==> config.mk <==
export PLATFORM = sky130hd
export DESIGN_NAME = radio_evt_timer
export DESIGN_NICKNAME = d
export VERILOG_FILES = /design/src/rtl/evt_timer_pkg.sv /design/src/rtl/evt_rst_sync.sv /design/src/rtl/evt_timebase.sv /design/src/rtl/evt_match.sv /design/src/rtl/radio_evt_timer.sv
export SDC_FILE = /design/constraint.sdc
export NUM_CORES = 1
export LEC_CHECK = 0
export BUFFER_PORTS_ARGS = -buffer_cell sky130_fd_sc_hd__buf_4
export CORE_MARGIN = 2
export CORE_UTILIZATION = 45
export DETAILED_ROUTE_END_ITERATION = 10
export PLACE_DENSITY = 0.74
export SLEW_MARGIN = 10
export SYNTH_ARGS = -nofsm -noshare
export SYNTH_HDL_FRONTEND = slang
export SYNTH_SLANG_ARGS = --single-unit
==> constraint.sdc <==
create_clock -name clk -period 14.6 [get_ports clk]
set_input_delay 2.92 -clock clk [delete_from_list [all_inputs] [get_ports clk]]
set_output_delay 2.92 -clock clk [all_outputs]
set_load 0.005 [all_outputs]
==> src/rtl/evt_timer_pkg.sv <==
`timescale 1ns/1ps
package evt_timer_pkg;
  localparam int ADDR_W  = 4;
  localparam int NUM_CMP = 2;
  localparam logic [ADDR_W-1:0] A_CTRL   = 4'd0;
  localparam logic [ADDR_W-1:0] A_PERIOD = 4'd1;
  localparam logic [ADDR_W-1:0] A_LOW    = 4'd2;
  localparam logic [ADDR_W-1:0] A_HIGH   = 4'd3;
  localparam logic [ADDR_W-1:0] A_CAPL   = 4'd4;
  localparam logic [ADDR_W-1:0] A_CAPH   = 4'd5;
  localparam logic [ADDR_W-1:0] A_CMP0   = 4'd6;
  localparam logic [ADDR_W-1:0] A_CMP1   = 4'd7;
  localparam logic [ADDR_W-1:0] A_OVC0   = 4'd8;
  localparam logic [ADDR_W-1:0] A_OVC1   = 4'd9;
  localparam logic [ADDR_W-1:0] A_FLAGS  = 4'd10;
  localparam logic [ADDR_W-1:0] A_ROUTE  = 4'd11;
endpackage

==> src/rtl/evt_rst_sync.sv <==
`timescale 1ns/1ps
module evt_rst_sync (
  input  logic clk,
  input  logic rst_n_in,
  output logic rst_n_out
);
  logic [1:0] sync_q;

  always_ff @(posedge clk or negedge rst_n_in) begin
    if (!rst_n_in) sync_q <= '0;
    else           sync_q <= {sync_q[0], 1'b1};
  end

  assign rst_n_out = sync_q[1];
endmodule

==> src/rtl/evt_timebase.sv <==
`timescale 1ns/1ps
module evt_timebase #(
  parameter int LO_W = 16,
  parameter int HI_W = 24
) (
  input  logic            clk,
  input  logic            rst_n,
  input  logic            run,
  input  logic [LO_W-1:0] period,
  input  logic            ld_lo,
  input  logic            ld_hi,
  input  logic [LO_W-1:0] ld_val_lo,
  input  logic [HI_W-1:0] ld_val_hi,
  output logic [LO_W-1:0] lo_q,
  output logic [HI_W-1:0] hi_q,
  output logic [LO_W-1:0] lo_nxt,
  output logic [HI_W-1:0] hi_nxt,
  output logic            hi_adv,
  output logic            hi_wrap
);
  logic tb_en;

  always_comb begin
    lo_nxt  = lo_q;
    hi_nxt  = hi_q;
    hi_adv  = 1'b0;
    hi_wrap = 1'b0;
    if (run) begin
      if (lo_q >= period) begin
        lo_nxt            = '0;
        hi_adv            = 1'b1;
        {hi_wrap, hi_nxt} = {1'b0, hi_q} + (HI_W+1)'(1);
      end else begin
        lo_nxt = lo_q + 1'b1;
      end
    end else begin
      if (ld_lo) lo_nxt = ld_val_lo;
      if (ld_hi) hi_nxt = ld_val_hi;
    end
  end

  assign tb_en = run | ld_lo | ld_hi;

  always_ff @(posedge clk or negedge rst_n) begin
    if (!rst_n) begin
      lo_q <= '0;
      hi_q <= '0;
    end else if (tb_en) begin
      lo_q <= lo_nxt;
      hi_q <= hi_nxt;
    end
  end

  // a running counter at or past the period restarts and carries
  a_r2_period_wrap: assert property (@(posedge clk) disable iff (!rst_n)
    (run && lo_q >= period) |=> (lo_q == '0 && hi_q == $past(hi_q) + 1'b1));

  // stopped and not loaded means nothing moves
  a_r10_hold_stopped: assert property (@(posedge clk) disable iff (!rst_n)
    (!run && !ld_lo && !ld_hi) |=> ($stable(lo_q) && $stable(hi_q)));
endmodule

==> src/rtl/evt_match.sv <==
`timescale 1ns/1ps
module evt_match #(
  parameter int W = 16
) (
  input  logic         clk,
  input  logic         rst_n,
  input  logic         adv,
  input  logic [W-1:0] nxt,
  input  logic [W-1:0] ref_val,
  output logic         hit
);
  logic hit_d;

  assign hit_d = adv & (nxt == ref_val);

  always_ff @(posedge clk or negedge rst_n) begin
    if (!rst_n) hit <= 1'b0;
    else        hit <= hit_d;
  end
endmodule

==> src/rtl/radio_evt_timer.sv <==
`timescale 1ns/1ps
module radio_evt_timer
  import evt_timer_pkg::*;
#(
  parameter int LO_W = 16,
  parameter int HI_W = 24,
  parameter int DATA_W = 32,
  parameter logic [LO_W-1:0] PERIOD_RST = '1
) (
  input  logic              clk,
  input  logic              rst_n,
  input  logic              sof_evt,
  input  logic              eot_evt,
  input  logic              wr_en,
  input  logic              rd_en,
  input  logic [ADDR_W-1:0] addr,
  input  logic [DATA_W-1:0] wdata,
  output logic [DATA_W-1:0] rdata,
  output logic              rx_start,
  output logic              tx_start,
  output logic              irq
);
  localparam int TS_W     = LO_W + HI_W;
  localparam int NSRC     = 2 * NUM_CMP;
  localparam int NF       = NSRC + 1;
  localparam int WRAP_BIT = NSRC;

  logic              rst_sn;
  logic              run_q, run_d;
  logic [LO_W-1:0]   period_q, period_d;
  logic [LO_W-1:0]   cmp_lo_q [NUM_CMP];
  logic [LO_W-1:0]   cmp_lo_d [NUM_CMP];
  logic [HI_W-1:0]   cmp_hi_q [NUM_CMP];
  logic [HI_W-1:0]   cmp_hi_d [NUM_CMP];
  logic [NSRC-1:0]   route_q, route_d;
  logic [NF-1:0]     flags_q, flags_d, set_vec, clr_vec;
  logic [TS_W-1:0]   cap_q;
  logic [HI_W-1:0]   shadow_q;
  logic [DATA_W-1:0] rdata_q, rdata_d;
  logic [LO_W-1:0]   lo_q, lo_nxt;
  logic [HI_W-1:0]   hi_q, hi_nxt;
  logic              hi_adv, hi_wrap;
  logic [NUM_CMP-1:0] lo_hit, hi_hit;
  logic              ld_lo, ld_hi, cap_en, shadow_en;
  logic              unused_wdata_bits;

  evt_rst_sync i_rst (.clk(clk), .rst_n_in(rst_n), .rst_n_out(rst_sn));

  evt_timebase #(.LO_W(LO_W), .HI_W(HI_W)) i_tb (
    .clk(clk), .rst_n(rst_sn), .run(run_q), .period(period_q),
    .ld_lo(ld_lo), .ld_hi(ld_hi),
    .ld_val_lo(wdata[LO_W-1:0]), .ld_val_hi(wdata[HI_W-1:0]),
    .lo_q(lo_q), .hi_q(hi_q), .lo_nxt(lo_nxt), .hi_nxt(hi_nxt),
    .hi_adv(hi_adv), .hi_wrap(hi_wrap));

  for (genvar g = 0; g < NUM_CMP; g++) begin : g_cmp
    evt_match #(.W(LO_W)) i_lo (
      .clk(clk), .rst_n(rst_sn), .adv(run_q), .nxt(lo_nxt),
      .ref_val(cmp_lo_q[g]), .hit(lo_hit[g]));
    evt_match #(.W(HI_W)) i_hi (
      .clk(clk), .rst_n(rst_sn), .adv(hi_adv), .nxt(hi_nxt),
      .ref_val(cmp_hi_q[g]), .hit(hi_hit[g]));
  end

  assign ld_lo     = wr_en && (addr == A_LOW)  && !run_q;
  assign ld_hi     = wr_en && (addr == A_HIGH) && !run_q;
  assign cap_en    = sof_evt | eot_evt;
  assign shadow_en = rd_en && (addr == A_LOW);
  assign set_vec   = {hi_wrap, hi_hit, lo_hit};
  assign unused_wdata_bits = ^wdata[DATA_W-1:HI_W];

  // write decode, next state
  always_comb begin
    run_d    = run_q;
    period_d = period_q;
    route_d  = route_q;
    clr_vec  = '0;
    for (int i = 0; i < NUM_CMP; i++) begin
      cmp_lo_d[i] = cmp_lo_q[i];
      cmp_hi_d[i] = cmp_hi_q[i];
    end
    if (wr_en) begin
      case (addr)
        A_CTRL:   run_d       = wdata[0];
        A_PERIOD: period_d    = wdata[LO_W-1:0];
        A_CMP0:   cmp_lo_d[0] = wdata[LO_W-1:0];
        A_CMP1:   cmp_lo_d[1] = wdata[LO_W-1:0];
        A_OVC0:   cmp_hi_d[0] = wdata[HI_W-1:0];
        A_OVC1:   cmp_hi_d[1] = wdata[HI_W-1:0];
        A_FLAGS:  clr_vec     = wdata[NF-1:0];
        A_ROUTE:  route_d     = wdata[NSRC-1:0];
        default:  ;
      endcase
    end
    flags_d = (flags_q & ~clr_vec) | set_vec;
  end

  // read mux, next state
  always_comb begin
    case (addr)
      A_CTRL:   rdata_d = DATA_W'(run_q);
      A_PERIOD: rdata_d = DATA_W'(period_q);
      A_LOW:    rdata_d = DATA_W'(lo_q);
      A_HIGH:   rdata_d = DATA_W'(shadow_q);
      A_CAPL:   rdata_d = DATA_W'(cap_q[LO_W-1:0]);
      A_CAPH:   rdata_d = DATA_W'(cap_q[TS_W-1:LO_W]);
      A_CMP0:   rdata_d = DATA_W'(cmp_lo_q[0]);
      A_CMP1:   rdata_d = DATA_W'(cmp_lo_q[1]);
      A_OVC0:   rdata_d = DATA_W'(cmp_hi_q[0]);
      A_OVC1:   rdata_d = DATA_W'(cmp_hi_q[1]);
      A_FLAGS:  rdata_d = DATA_W'(flags_q);
      A_ROUTE:  rdata_d = DATA_W'(route_q);
      default:  rdata_d = '0;
    endcase
  end

  always_ff @(posedge clk or negedge rst_sn) begin
    if (!rst_sn) begin
      run_q    <= 1'b0;
      period_q <= PERIOD_RST;
      route_q  <= '0;
      flags_q  <= '0;
      cap_q    <= '0;
      shadow_q <= '0;
      rdata_q  <= '0;
      for (int i = 0; i < NUM_CMP; i++) begin
        cmp_lo_q[i] <= '0;
        cmp_hi_q[i] <= '0;
      end
    end else begin
      if (wr_en) begin
        run_q    <= run_d;
        period_q <= period_d;
        route_q  <= route_d;
        for (int i = 0; i < NUM_CMP; i++) begin
          cmp_lo_q[i] <= cmp_lo_d[i];
          cmp_hi_q[i] <= cmp_hi_d[i];
        end
      end
      flags_q <= flags_d;
      if (cap_en)    cap_q    <= {hi_q, lo_q};
      if (shadow_en) shadow_q <= hi_q;
      if (rd_en)     rdata_q  <= rdata_d;
    end
  end

  assign rdata    = rdata_q;
  assign rx_start = (lo_hit[0] & route_q[0]) | (hi_hit[0] & route_q[NUM_CMP]);
  assign tx_start = (lo_hit[1] & route_q[1]) | (hi_hit[1] & route_q[NUM_CMP+1]);
  assign irq      = (|(flags_q[NSRC-1:0] & ~route_q)) | flags_q[WRAP_BIT];

  // a frame strobe stores the timestamp seen at that edge
  a_r3_capture: assert property (@(posedge clk) disable iff (!rst_sn)
    (sof_evt || eot_evt) |=> (cap_q == $past({hi_q, lo_q})));

  // without a strobe the captured value holds
  a_r3_capture_hold: assert property (@(posedge clk) disable iff (!rst_sn)
    (!sof_evt && !eot_evt) |=> $stable(cap_q));

  // a low-half read copies the high count into the shadow
  a_r7_shadow: assert property (@(posedge clk) disable iff (!rst_sn)
    (rd_en && addr == A_LOW) |=> (shadow_q == $past(hi_q)));

  // every hit or wrap event leaves its flag set
  a_r8_sticky: assert property (@(posedge clk) disable iff (!rst_sn)
    (|set_vec) |=> ((flags_q & $past(set_vec)) == $past(set_vec)));

  // a radio start pulse is always backed by a raised flag
  a_r6_rx_flagged: assert property (@(posedge clk) disable iff (!rst_sn)
    rx_start |=> (flags_q[0] || flags_q[NUM_CMP]));

  // leaving the top of the period count raises the wrap flag
  a_r9_wrap_flag: assert property (@(posedge clk) disable iff (!rst_sn)
    hi_wrap |=> flags_q[WRAP_BIT]);
endmodule

======== Word level (Yosys, flattened, before mapping) ========
Cells that the tools add are included.
storage, ports and cells
  bits in registers ....................... 248
  bits of input ports ..................... 42
cells by class
  add/subtract/negate cells ............... 2
  $lt $le $gt $ge ......................... 1
  equality and inequality tests ........... 15
  muxes and demuxes ....................... 13
  bitwise operators ....................... 19
  reduce and logical (&&, ||, !) cells .... 15
operators with widths
  cell                     count
  $pmux W24 S12            1
  $mux W24                 3
  $eq A24 B24 Y1           2
  $mux W16                 3
  $eq A16 B16 Y1           2
  $add A24 B1 Y25 const B  1
  $add A16 B1 Y16 const B  1
  $eq A4 B3 Y1 const B     4
  $eq A4 B4 Y1 const B     4
  $ge A16 B16 Y1           1
  $reduce_and A2 Y1        7
  $mux W5                  2
  $and A1 B1 Y1            8
  $eq A4 B2 Y1 const B     2
  $or A1 B1 Y1             6
  $and A5 B5 Y5            1
  $logic_and A1 B1 Y1      5
  $not A5 Y5               1
  $or A5 B5 Y5             1
  $and A4 B4 Y4            1
  $eq A4 B1 Y1 const B     1
  $logic_not A4 Y1         1
  $mux W1                  4
  $not A4 Y4               1
  2 further kinds          2

======== Longest topological paths before layout ========
  depth after elaboration ................. 7
  gate-level depth with buffers ........... 14

======== By module ========
From an unflattened synthesis, not the netlist that was laid out.
unflattened totals
  cell total of the unflattened synthesis .. 1218
  area, all modules ....................... 13554.2 µm²
modules (own cells, without submodules)
  module                         instances  cells an instance  area an instance (µm²)
  radio_evt_timer                1          692                9138.8
  evt_timebase                   1          409                3360.7
  evt_match (g_cmp[0].i_hi ...)  2          34                 294.0
  evt_match (g_cmp[0].i_lo ...)  2          23                 206.4
  evt_rst_sync                   1          3                  53.8

======== Worst setup path before layout ========
Ideal clock, no wire load.
  path kind ............................... input -> register
  start ................................... input port wr_en
  end ..................................... register g_cmp[1].i_hi.hit
  arrival ................................. 5269 ps
  setup slack ............................. 9230 ps
  cell stages on the path ................. 11
  cell sequence ........................... buf_2 or3b_1 nor2_1 clkbuf_1 buf_1 nand2_1 and3_1 a21oi_1 xnor2_1 nand4_1 nor4_1
between the ends
  cells in the longest elaborated chain, start to end .. 6
RTL lines
  element                           RTL line               RTL
  start, declared                   radio_evt_timer.sv:14  input logic wr_en,
  $logic_and A1 B1 Y1 (2 in a row)  radio_evt_timer.sv:66  assign ld_hi = wr_en && (addr == A_HIGH) && !run_q;
  $mux W24                          evt_timebase.sv:38     if (ld_hi) hi_nxt = ld_val_hi;
  $mux W24                          evt_timebase.sv:28     if (run) begin
  $eq A24 B24 Y1                    evt_match.sv:14        assign hit_d = adv & (nxt == ref_val);
  $and A1 B1 Y1                     evt_match.sv:14
  net g_cmp[1].i_hi.hit_d           evt_match.sv:12        logic hit_d;
  end signal, assigned              evt_match.sv:18        else hit <= hit_d;
  end, declared                     evt_match.sv:10        output logic hit
The timed path passes the listed nets, and every way through them passes these cells.
A chain may end at the register's enable or synchronous reset.

======== Worst setup path after layout ========
  start ................................... input port addr[3]
  end ..................................... register g_cmp[0].i_hi.hit
between the ends
  cells in the longest elaborated chain, start to end .. 7
RTL lines
  element                           RTL line               RTL
  start, declared                   radio_evt_timer.sv:16  input logic [ADDR_W-1:0] addr,
  $eq A4 B2 Y1                      radio_evt_timer.sv:66
  $logic_and A1 B1 Y1 (2 in a row)  radio_evt_timer.sv:66
  $mux W24                          evt_timebase.sv:38
  $mux W24                          evt_timebase.sv:28
  $eq A24 B24 Y1                    evt_match.sv:14
  $and A1 B1 Y1                     evt_match.sv:14
  net g_cmp[0].i_hi.hit_d           evt_match.sv:12
  end signal, assigned              evt_match.sv:18
  end, declared                     evt_match.sv:10
The timed path passes the listed nets, and every way through them passes these cells.

==> metrics.txt <==
Synth Flop Type=dfrtp_1; total count of hold-check failures in the final report=0; count of warnings emitted by yosys=0; starting density of the core=between 40 and 50%; number of antenna diodes=0; XOR/XNOR Fraction of Synth Area=5.52%; area growth from synthesis to final layout=12.9%; worst supply voltage drop on vdd=around 0.000094 V; pin count of the biggest net entering global routing=just under 80; RSZ-0062 raised after global routing=false; syn avg cell area=approximately 10 um2; cell area reported after detailed placement=14500 um2; global-route congestion overflow total=0; Max Used Layer=met4; Setup TNS Final=0 ns; mean number of vias per cell=approximately 6.4; number of I/O port buffers=60; DR vias=11300; initial antenna violation count=0; worst hold margin=about 0.24 ns; kind of launch point of the worst setup path=input port; final WL=42.0 mm; Max-slew headroom=between 20% and 30%; wire length of the first global-routing pass=approximately 65 mm; Detail Route met3 WL=around 4.2 mm; Clock Path Buffers=3; final routed DRC violation total=0; count of max-cap constraint violations=0; Yosys top cell area share=around two fifths; number of iterations in the first detailed-routing pass=6; clock tree from TritonCTS=built; Min-Delay Path Class=flip-flop to asynchronous set/reset pin; most frequently used cell type in the post-synthesis netlist=dfrtp_1; worst setup slack after placement=about 8.4 ns; setup clock skew after layout=between 0.015 and 0.02 ns; critical path arrival=about 6.1 ns; total power=2.65 mW; synthesized cell area=around 14000 um2; endpoint type of the worst setup path=flip-flop; clock slew seen by the registers of the worst setup and hold paths=roughly 0.06 ns; Slew Limit Fails=0; number of sinks handled by clock tree synthesis=240; clock latency of the later-clocked register in the worst-skew pair=~0.54 ns; fraction of the cycle the final worst path needs=between 30% and 40%; number of synthesized register bits=240; number of enable flip-flop cells after synthesis=0; Die X=about 180 um; count of instances resized after the clock tree is built=0; measured slew at the worst slew-check pin=between 1 and 1.5 ns; GRT Resource Usage Total=between 20% and 30%; H-tree depth=1; Die Ht=~180 um; area of the die=about 32000 um2; share of synthesized area occupied by flip-flops and latches=44.2%; fraction of layout cells with a size suffix above 1=24.3%; sum of met2 wire segment lengths after detailed routing=18.7 mm; synthesized-area fraction occupied by ao, oa, aoi and oai cells=between 15 and 20%; Wirelength per Cell=23.7 um; Post-CTS Setup Repair Bufs=0; library cell occupying the most area in the post-synthesis netlist=dfrtp_1; final core utilization=between 50% and 60%; CTS Buf Count=27; R2R Setup Slk=between 10 and 15 ns; placed wire-length estimate=29.0 mm; post-synthesis simple-gate area fraction=13.7%; detailed-routing wirelength on met1=17.1 mm; Final Non-Filler Cells=~1800; CTS Root Cell=clkbuf_16; fraction of synthesis flops using an asynchronous set or reset pin=100%; fin crit period=about 5.7 ns; count of nets left with antenna violations after detail routing=0; number of filler cells placed in the layout=2576; upper clock frequency limit=approximately 0.18 GHz; area of the core=between 20000 and 30000 um2; required time of the critical path=about 15 ns; dominant combinational cell family by area after synthesis=compound AO/OA/AOI/OAI gates; CTS Hold Bufs=0; power density cells=about 170 nW/um2; site row count=between 60 and 70; number of global-route vias before repair=approximately 11000; fraction of synthesized area in multiplexers=~14%; commonest cells in the synthesized netlist=dfrtp_1 (224), mux2_2 (161), nand2_1 (113); post-synthesis share of cell area spent on full adders, half adders and majority gates=between 1.5 and 2%; count of nets after finishing=1422; result of the run=finished, final reports clean; Synth area leaders=dfrtp_1 (41%), mux2_2 (13%), xnor2_1 (3.5%), nand2_1 (3.1%), dfstp_2 (3.1%); synthesized netlist cell count=approximately 1300; worst-path fanout max=24; post-synthesis cell type count=76; Worst Slack Setup Final=8.89 ns; P_leak=approximately 6.6 nW; Final setup violation count=0; routability congestion estimate from global placement=between 1 and 1.5; ports placed on the boundary=77; Placed Cells incl. Taps=roughly 1700; design area=~15000 um2; DRC marker count from the first detailed-route iteration=between 1000 and 1500; kind of critical path=input port to flip-flop
-- final cells by class --
type	count	area, um2	share of cell area (%)
Inverter	68	255	1.66
Tap cell	390	488	3.17
Clock buffer	39	771	5.01
Sequential cell	240	6030	39.2
Timing Repair Buffer	88	661	4.29
Multi-Input combinational cell	937	7020	45.6
Clock inverter	11	171	1.11
-- worst max-delay path, cell delays in order --
cell and delay, ns:
buf_4 0.18, or3b_1 0.48, nor2_2 0.11, buf_4 0.34
mux2i_1 0.41, mux2i_1 0.13, o311ai_0 0.11, a211oi_1 0.13
a2111oi_0 0.58, nand4_1 0.14, nor4_1 0.54
-- registers in the layout, summed over array words and instances, names as in the netlist --
| name | count |
|---|---|
| shadow_q | 24 |
| cap_q | 40 |
| rdata | 24 |
| route_q | 4 |
| g_cmp.i_hi.hit | 2 |
| g_cmp.i_lo.hit | 2 |
| i_rst.sync_q | 2 |
| i_tb.lo_q | 16 |
| run_q | 1 |
| cmp_hi_q | 48 |
| i_tb.hi_q | 24 |
| cmp_lo_q | 32 |
| flags_q | 5 |
| period_q | 16 |
-- power by group --
| part | internal, mW | total [mW] | switching (mW) |
|---|---|---|---|
| clock network | 0.438 | 0.718 | 0.280 |
| registers | 0.860 | 1.10 | 0.241 |
| logic | 0.378 | 0.832 | 0.454 |
| total | 1.68 | 2.65 | 0.975 |
-- placed cells by master, fill, tap and decap left out, drive strengths merged, types with 9 or more instances in the layout --
cell type,count
a21oi,36
a221oi,25
a222oi,9
a22o,18
a22oi,39
a31oi,16
and2,12
and3,33
buf,88
clkbuf,39
conb,9
dfrtp,224
dfstp,16
ha,18
inv,70
mux2,161
mux2i,16
nand2,113
nand3,40
nand4,30
nor2,43
nor3,24
nor4,15
o21ai,32
o22ai,30
o31ai,9
or3,14
xnor2,54
xor2,32
-- kinds of logic after synthesis --
| kind of cell | count (synthesis) |
|---|---|
| simple gates | 364 |
| compound gates | 283 |
| flops | 240 |
| mux | 177 |
| buf+inv | 165 |
| xor+xnor | 86 |
| fa+ha+maj | 18 |
| other cells | 2 |
-- routing by layer --
layer / up-vias / global-route usage (%)
li1: 4972 / -
met1: 5544 / 36.9
met2: 668 / 41.6
met3: 143 / 5.41
met4: 0 / 11.3
met5: - / 0
-- final timing paths --
check / cells after the start / to / from
max: 11 / g_cmp[0].i_hi.hit$_DFF_PN0_ / addr[3]
min: 0 / cap_q[38]$_DFFE_PN0P_ / i_rst.sync_q[1]$_DFF_PN0_
max reg2reg: 13 / g_cmp[1].i_hi.hit$_DFF_PN0_ / i_tb.lo_q[0]$_DFFE_PN0P_
min reg2reg: 0 / cap_q[38]$_DFFE_PN0P_ / i_rst.sync_q[1]$_DFF_PN0_
max in group asynchronous: 1 / i_rst.sync_q[1]$_DFF_PN0_ / rst_n
min in group clk: 0 / i_rst.sync_q[1]$_DFF_PN0_ / i_rst.sync_q[0]$_DFF_PN0_
No activity file was read; power rests on OpenSTA's default activity.
